[src/rtl/gpio_irq_pkg.sv]
package gpio_irq_pkg;

    localparam int CFG_W      = 8;
    localparam int BIT_IE     = 6;
    localparam int BIT_ACTLOW = 5;
    localparam int BIT_TTL    = 4;
    localparam int BIT_OD     = 2;
    localparam int BIT_PU     = 1;
    localparam int BIT_OE     = 0;

    typedef struct packed {
        logic ie;
        logic act_low;
        logic ttl;
        logic od;
        logic pu;
        logic oe;
    } pin_cfg_t;

    function automatic logic [CFG_W-1:0] cfg_to_byte(pin_cfg_t c);
        logic [CFG_W-1:0] b;
        b = '0;
        b[BIT_IE]     = c.ie;
        b[BIT_ACTLOW] = c.act_low;
        b[BIT_TTL]    = c.ttl;
        b[BIT_OD]     = c.od;
        b[BIT_PU]     = c.pu;
        b[BIT_OE]     = c.oe;
        return b;
    endfunction

endpackage

[src/rtl/gpio_irq_sync.sv]
module gpio_irq_sync #(
    parameter int STAGES = 2
) (
    input  logic clk,
    input  logic rst_n,
    input  logic d,
    output logic q
);
    logic [STAGES-1:0] sh_d, sh_q;

    always_comb begin
        sh_d = {sh_q[STAGES-2:0], d};
    end

    always_ff @(posedge clk or negedge rst_n) begin
        if (!rst_n) sh_q <= '0;
        else        sh_q <= sh_d;
    end

    assign q = sh_q[STAGES-1];
endmodule

[src/rtl/gpio_irq_pin.sv]
module gpio_irq_pin
    import gpio_irq_pkg::*;
(
    input  logic     clk,
    input  logic     rst_n,
    input  logic     cfg_we,
    input  pin_cfg_t cfg_w,
    input  logic     data_we,
    input  logic     data_w,
    input  logic     clr_we,
    input  logic     pad_lvl,
    output pin_cfg_t cfg,
    output logic     data,
    output logic     pend,
    output logic     irq
);
    typedef struct packed {
        pin_cfg_t cfg;
        logic     data;
        logic     prev;
        logic     pend;
    } pin_state_t;

    pin_state_t st_d, st_q;
    logic       lvl_x;
    logic       hit;

    always_comb begin
        st_d  = st_q;
        lvl_x = pad_lvl ^ st_q.cfg.act_low;
        hit   = lvl_x & ~st_q.prev;
        if (cfg_we)  st_d.cfg  = cfg_w;
        if (data_we) st_d.data = data_w;
        st_d.prev = lvl_x;
        if (clr_we)  st_d.pend = 1'b0;
        if (hit)     st_d.pend = 1'b1;
    end

    always_ff @(posedge clk or negedge rst_n) begin
        if (!rst_n) st_q <= '0;
        else        st_q <= st_d;
    end

    assign cfg  = st_q.cfg;
    assign data = st_q.data;
    assign pend = st_q.pend;
    assign irq  = st_q.pend & st_q.cfg.ie;


    pend_needs_edge_chk: assert property (@(posedge clk) disable iff (!rst_n)
        $rose(st_q.pend) |-> $past(lvl_x) && !$past(st_q.prev));


    clear_takes_chk: assert property (@(posedge clk) disable iff (!rst_n)
        (clr_we && !hit) |=> !st_q.pend);


    irq_gate_chk: assert property (@(posedge clk) disable iff (!rst_n)
        irq |-> (pend && cfg.ie));
endmodule

[src/rtl/gpio_irq_drive.sv]
module gpio_irq_drive
    import gpio_irq_pkg::*;
(
    input  pin_cfg_t cfg,
    input  logic     data,
    output logic     pad_oe,
    output logic     pad_out,
    output logic     pad_pu,
    output logic     pad_ttl
);
    always_comb begin
        pad_oe  = cfg.oe & (~cfg.od | ~data);
        pad_out = data & ~cfg.od;
        pad_pu  = cfg.pu;
        pad_ttl = cfg.ttl;
    end
endmodule

[src/rtl/gpio_irq_ctrl.sv]
module gpio_irq_ctrl
    import gpio_irq_pkg::*;
#(
    parameter int          NPINS       = 2,
    parameter int          SYNC_STAGES = 2,
    parameter logic [7:0]  CFG_BASE    = 8'h08,
    parameter logic [7:0]  DATA_ADDR   = 8'h00,
    parameter logic [7:0]  PEND_ADDR   = 8'h10
) (
    input  logic             clk,
    input  logic             rst_n,
    input  logic             bus_we,
    input  logic [7:0]       bus_addr,
    input  logic [7:0]       bus_wdata,
    input  logic [7:0]       bus_raddr,
    output logic [7:0]       bus_rdata,
    input  logic [NPINS-1:0] pad_in,
    output logic [NPINS-1:0] pad_out,
    output logic [NPINS-1:0] pad_oe,
    output logic [NPINS-1:0] pad_pu,
    output logic [NPINS-1:0] pad_ttl,
    output logic [NPINS-1:0] irq
);
    localparam int DW = 8;

    pin_cfg_t             cfg_w;
    pin_cfg_t             cfg_r [NPINS];
    logic     [NPINS-1:0] data_r, pend_r, lvl_s;
    logic                 data_sel, pend_sel;
    logic                 wdata_unused;

    initial begin
        if (NPINS < 1 || NPINS > DW) $error("NPINS out of range");
        if (SYNC_STAGES < 2)         $error("SYNC_STAGES below 2");
    end

    always_comb begin
        cfg_w.ie      = bus_wdata[BIT_IE];
        cfg_w.act_low = bus_wdata[BIT_ACTLOW];
        cfg_w.ttl     = bus_wdata[BIT_TTL];
        cfg_w.od      = bus_wdata[BIT_OD];
        cfg_w.pu      = bus_wdata[BIT_PU];
        cfg_w.oe      = bus_wdata[BIT_OE];
        data_sel      = bus_we && (bus_addr == DATA_ADDR);
        pend_sel      = bus_we && (bus_addr == PEND_ADDR);
    end

    assign wdata_unused = ^{bus_wdata[7], bus_wdata[3]};

    for (genvar i = 0; i < NPINS; i++) begin : g_pin
        logic cfg_sel;
        assign cfg_sel = bus_we && (bus_addr == CFG_BASE + 8'(i));

        gpio_irq_sync #(.STAGES(SYNC_STAGES)) u_sync (
            .clk   (clk),
            .rst_n (rst_n),
            .d     (pad_in[i]),
            .q     (lvl_s[i])
        );

        gpio_irq_pin u_pin (
            .clk     (clk),
            .rst_n   (rst_n),
            .cfg_we  (cfg_sel),
            .cfg_w   (cfg_w),
            .data_we (data_sel),
            .data_w  (bus_wdata[i]),
            .clr_we  (pend_sel && bus_wdata[i]),
            .pad_lvl (lvl_s[i]),
            .cfg     (cfg_r[i]),
            .data    (data_r[i]),
            .pend    (pend_r[i]),
            .irq     (irq[i])
        );

        gpio_irq_drive u_drv (
            .cfg     (cfg_r[i]),
            .data    (data_r[i]),
            .pad_oe  (pad_oe[i]),
            .pad_out (pad_out[i]),
            .pad_pu  (pad_pu[i]),
            .pad_ttl (pad_ttl[i])
        );


        od_release_chk: assert property (@(posedge clk) disable iff (!rst_n)
            (cfg_r[i].od && data_r[i]) |-> !pad_oe[i]);


        pp_follow_chk: assert property (@(posedge clk) disable iff (!rst_n)
            (cfg_r[i].oe && !cfg_r[i].od) |-> (pad_oe[i] && pad_out[i] == data_r[i]));
    end

    always_comb begin
        bus_rdata = '0;
        if (bus_raddr == DATA_ADDR) bus_rdata[NPINS-1:0] = data_r;
        if (bus_raddr == PEND_ADDR) bus_rdata[NPINS-1:0] = pend_r;
        for (int i = 0; i < NPINS; i++) begin
            if (bus_raddr == CFG_BASE + 8'(i)) bus_rdata = cfg_to_byte(cfg_r[i]);
        end
    end
endmodule

[config.mk]
export PLATFORM = sky130hd
export DESIGN_NAME = gpio_irq_ctrl
export DESIGN_NICKNAME = d
export VERILOG_FILES = /design/src/rtl/gpio_irq_pkg.sv /design/src/rtl/gpio_irq_sync.sv /design/src/rtl/gpio_irq_pin.sv /design/src/rtl/gpio_irq_drive.sv /design/src/rtl/gpio_irq_ctrl.sv
export SDC_FILE = /design/constraint.sdc
export NUM_CORES = 1
export LEC_CHECK = 0
export BUFFER_PORTS_ARGS = -buffer_cell sky130_fd_sc_hd__buf_4
export CAP_MARGIN = 0
export CORE_MARGIN = 4
export CORE_UTILIZATION = 43
export DETAILED_ROUTE_END_ITERATION = 7
export GPL_TIMING_DRIVEN = 0
export HOLD_SLACK_MARGIN = 0.02
export PLACE_DENSITY = 0.72
export SYNTH_ARGS = -nofsm -noshare
export SYNTH_HDL_FRONTEND = slang
export SYNTH_HIERARCHICAL = 1
export SYNTH_SLANG_ARGS = --single-unit
[constraint.sdc]
create_clock -name clk -period 1.5 [get_ports clk]
set_input_delay 0.3 -clock clk [delete_from_list [all_inputs] [get_ports clk]]
set_output_delay 0.3 -clock clk [all_outputs]
set_load 0.005 [all_outputs]
==> impl_results.md <==
* Clock transition at the registers of the reported paths at 0.11 ns
* Syn Std Cell Area at 1250 µm²
* Maximum number of pins on one net before global-route repair at 23
* Power Total at 1.16 mW
* Number of levels the H-tree was split into at 1
* Violations in the final reports: negative setup slack
* # nets final at 181
* Fin Hold WS at approximately 0.1 ns
* Leakage power at 0.874 nW
* WL/cell at 13.4 µm
* Highest-delay cell along the critical path: sky130_fd_sc_hd__or4_4
* Multi-input combinational cell area at ~550 µm²
* Detail Placement HPWL at between 1500 and 2000 µm
* Wire length of the first global-routing pass at about 3900 µm
* Die span in y at 61.9 µm
* Antenna-violating nets left at 0
* Period minus WS final at approximately 1.9 ns
* Critical path buffer and inverter count at 2
* Share of the core filled with cells in the final layout at 0.611
* Type of the worst min-delay path: in2reg
* Endpoint class of the critical path: output port
* Critical Path RT at about 1.2 ns
* Avg Vias per Cell at around 5
* Post-placement worst setup slack at -0.395 ns
* Clock insertion delay at the later pin of the skew report at ~0.30 ns
* Worst voltage drop across the vdd grid at 0.618 mV
* Final weighted congestion in routability-driven placement at between 0.7 and 0.8
* Run status: finished, violations left
* Highest achievable clock rate at between 500 and 600 MHz
* Pre-antenna DRT Iters at 4
* Arrival time of the worst setup path at roughly 1.6 ns
* Count of final setup violators at 6
* Final-layout fill cell count at 240
* Synth Instances at ~100
* I/O pin count at 47
* Number of maximum-capacitance violations at 0
* Crit path cell chain: buf_6, or4_4, or3b_4, nor2_2, buf_4
* Power density of the placed cells at 688 nW/µm²
* Portion of the post-synthesis area used by sequential elements at 0.440
* Commonest non-fill, non-tap cell in the layout: sky130_fd_sc_hd__buf_4
* Number of antenna repair diodes at 0
* CTS Buffer Depth at 2
* Final worst setup slack at -0.360 ns
* Crit-path max FO at 4
* Area enclosed by the die boundary at approximately 3800 µm²
* Share of layout cells above drive strength 1 at 0.589
* Tcrit/Tclk final at 1.24
* Commonest cells after routing, fill and taps aside: sky130_fd_sc_hd__buf_4, sky130_fd_sc_hd__dfrtp_1, sky130_fd_sc_hd__mux2_4, sky130_fd_sc_hd__mux2i_1, sky130_fd_sc_hd__buf_6
* Non-Filler Cell Area, Final at around 1700 µm²
* Number of clock buffers inserted by TritonCTS at 3
* Core region area at 2760 µm²
* Remaining DRCs at 0
* Cell Rows at 19
* Synth cell types at 27
* Area grow syn2layout at 34.7%
* Floorplan die width at approximately 62 µm
* Overflow left after global routing at 0
* YS warnings at 6
* Quantity of I/O buffers inserted on ports at 41
* GRT Total Usage at 0.137
* Initial Util at 0.453
* RSZ-0062 raised after global routing: yes
* CTS tree: done
* Via Count at approximately 900
* Max-slew violation count at 0
* Crit-path max cell delay at 0.52 ns
* Mean post-synth cell area at approximately 12 µm²
* Sequential cell area at 551 µm²
* Final-report hold violation count at 0
* DRT Wirelength at around 2400 µm
* Violation count after the first detailed-routing iteration at 18
* Cell family contributing the most delay on the critical path: simple AND/OR/NAND/NOR gates
* Clock skew at between 0.001 and 0.0015 ns
* Number of antenna violations at the first check in global routing at 0
* Startpoint kind of the worst setup timing path: input port
* Number of global-route vias before repair at between 900 and 1000
* Worst setup path class: in2out
* Instance area after placement at roughly 1600 µm²
* CTS Sinks at 22
* Clock root buffer master: sky130_fd_sc_hd__clkbuf_4
* Flip-flop and latch count after synthesis at 22
-- cell type report --
type	instances	share of cell area
buffer	19	0.0869
timing repair buffer	44	0.204
inverter	4	0.00892
tap	31	0.0230
multi-input combinational	58	0.328
sequential	22	0.327
clock buffer	4	0.0215
-- repair_timing --
action / in CTS / in global routing
pin swaps: 8 / 1
hold endpoints to repair: 22 / 0
gates cloned: 0 / 0
hold buffers: 1 / 0
endpoints found under the setup margin: 6 / 6
resized for setup: 4 / 6
buffers inserted: 2 / 0
-- layer usage --
layer | GRT usage | vias to the layer above | share of wire | routed length, µm
met5 | 0 | - | 0 | 0
met4 | 0.0364 | 0 | 0 | 0
met3 | 0.0227 | 0 | 0.073 | 177
met2 | 0.244 | 32 | 0.50 | 1230
met1 | 0.172 | 425 | 0.42 | 1030
li1 | - | 435 | - | -
-- through the flow --
step	instances	setup TNS [ns]
after floorplan	105	-0.555
after global placement	177	-4.15
after detailed placement	177	-4.53
after CTS	182	-1.81
after global routing	182	-1.97
final	182	-1.71
-- worst paths after layout --
check                                         from                      end  slack [ns]  depth (start not counted)
setup / recovery                      bus_raddr[6]             bus_rdata[2]       -0.36                          5
min in group asynchronous                    rst_n    g_pin[1].u_pin/cfg[5]        0.42                          2
hold reg to reg            g_pin[1].u_sync/sh_q[0]  g_pin[1].u_sync/sh_q[1]        0.36                          0
hold / removal                           pad_in[0]  g_pin[0].u_sync/sh_q[0]         0.1                          1
max in group asynchronous                    rst_n    g_pin[1].u_pin/cfg[2]        0.87                          2
setup reg to reg             g_pin[0].u_pin/cfg[1]    g_pin[0].u_pin/cfg[1]        0.59                          2
-- cells in the mapped netlist --
library cell | instances | area [µm²]
sky130_fd_sc_hd__nand3b_1 | 2 | 15.0
sky130_fd_sc_hd__nand4b_1 | 1 | 8.76
sky130_fd_sc_hd__inv_1 | 4 | 15.0
sky130_fd_sc_hd__o21ai_0 | 2 | 10.0
sky130_fd_sc_hd__buf_6 | 2 | 22.5
sky130_fd_sc_hd__nand2b_1 | 1 | 6.26
sky130_fd_sc_hd__nor3b_1 | 1 | 7.51
sky130_fd_sc_hd__nor2_1 | 5 | 18.8
sky130_fd_sc_hd__mux2_4 | 12 | 180
sky130_fd_sc_hd__or3b_4 | 1 | 11.3
sky130_fd_sc_hd__a21bo_2 | 2 | 20.0
sky130_fd_sc_hd__and4_1 | 2 | 17.5
sky130_fd_sc_hd__a21boi_1 | 2 | 15.0
sky130_fd_sc_hd__conb_1 | 1 | 3.75
sky130_fd_sc_hd__nor2b_1 | 3 | 18.8
sky130_fd_sc_hd__and2_1 | 3 | 18.8
sky130_fd_sc_hd__mux2_2 | 2 | 22.5
sky130_fd_sc_hd__a22o_1 | 2 | 17.5
sky130_fd_sc_hd__o211a_1 | 2 | 20.0
sky130_fd_sc_hd__clkbuf_1 | 1 | 3.75
sky130_fd_sc_hd__or4_4 | 1 | 11.3
sky130_fd_sc_hd__nor3_1 | 2 | 10.0
sky130_fd_sc_hd__dfrtp_1 | 22 | 551
sky130_fd_sc_hd__buf_4 | 18 | 135
sky130_fd_sc_hd__nor4_1 | 2 | 12.5
sky130_fd_sc_hd__mux2i_1 | 6 | 60.1
sky130_fd_sc_hd__xor2_1 | 2 | 17.5
-- kinds of logic (layout without fill, tap and decap cells) --
kind of cell | Yosys count | after routing | share of synthesized area
buffers and inverters | 25 | 71 | 0.141
AO/OA/AOI/OAI | 10 | 10 | 0.0661
AND/OR/NAND/NOR | 24 | 24 | 0.125
other | 1 | 2 | 0.00300
XOR/XNOR | 2 | 2 | 0.0140
multiplexers | 20 | 20 | 0.210
flip-flops | 22 | 22 | 0.440
-- sequential cells by signal (all words and copies together), names as in the netlist --
name	count
g_pin.u_pin/st_q	2
g_pin.u_pin/data	2
g_pin.u_sync/sh_q	4
g_pin.u_pin/cfg	12
g_pin.u_pin/pend	2
-- power by group --
part           internal [mW]  switching, mW  leakage (nW)
registers              0.621         0.0170         0.280
logic                  0.134         0.0724         0.573
clock network          0.148          0.165        0.0210
Power figures use the tool's default switching activity.
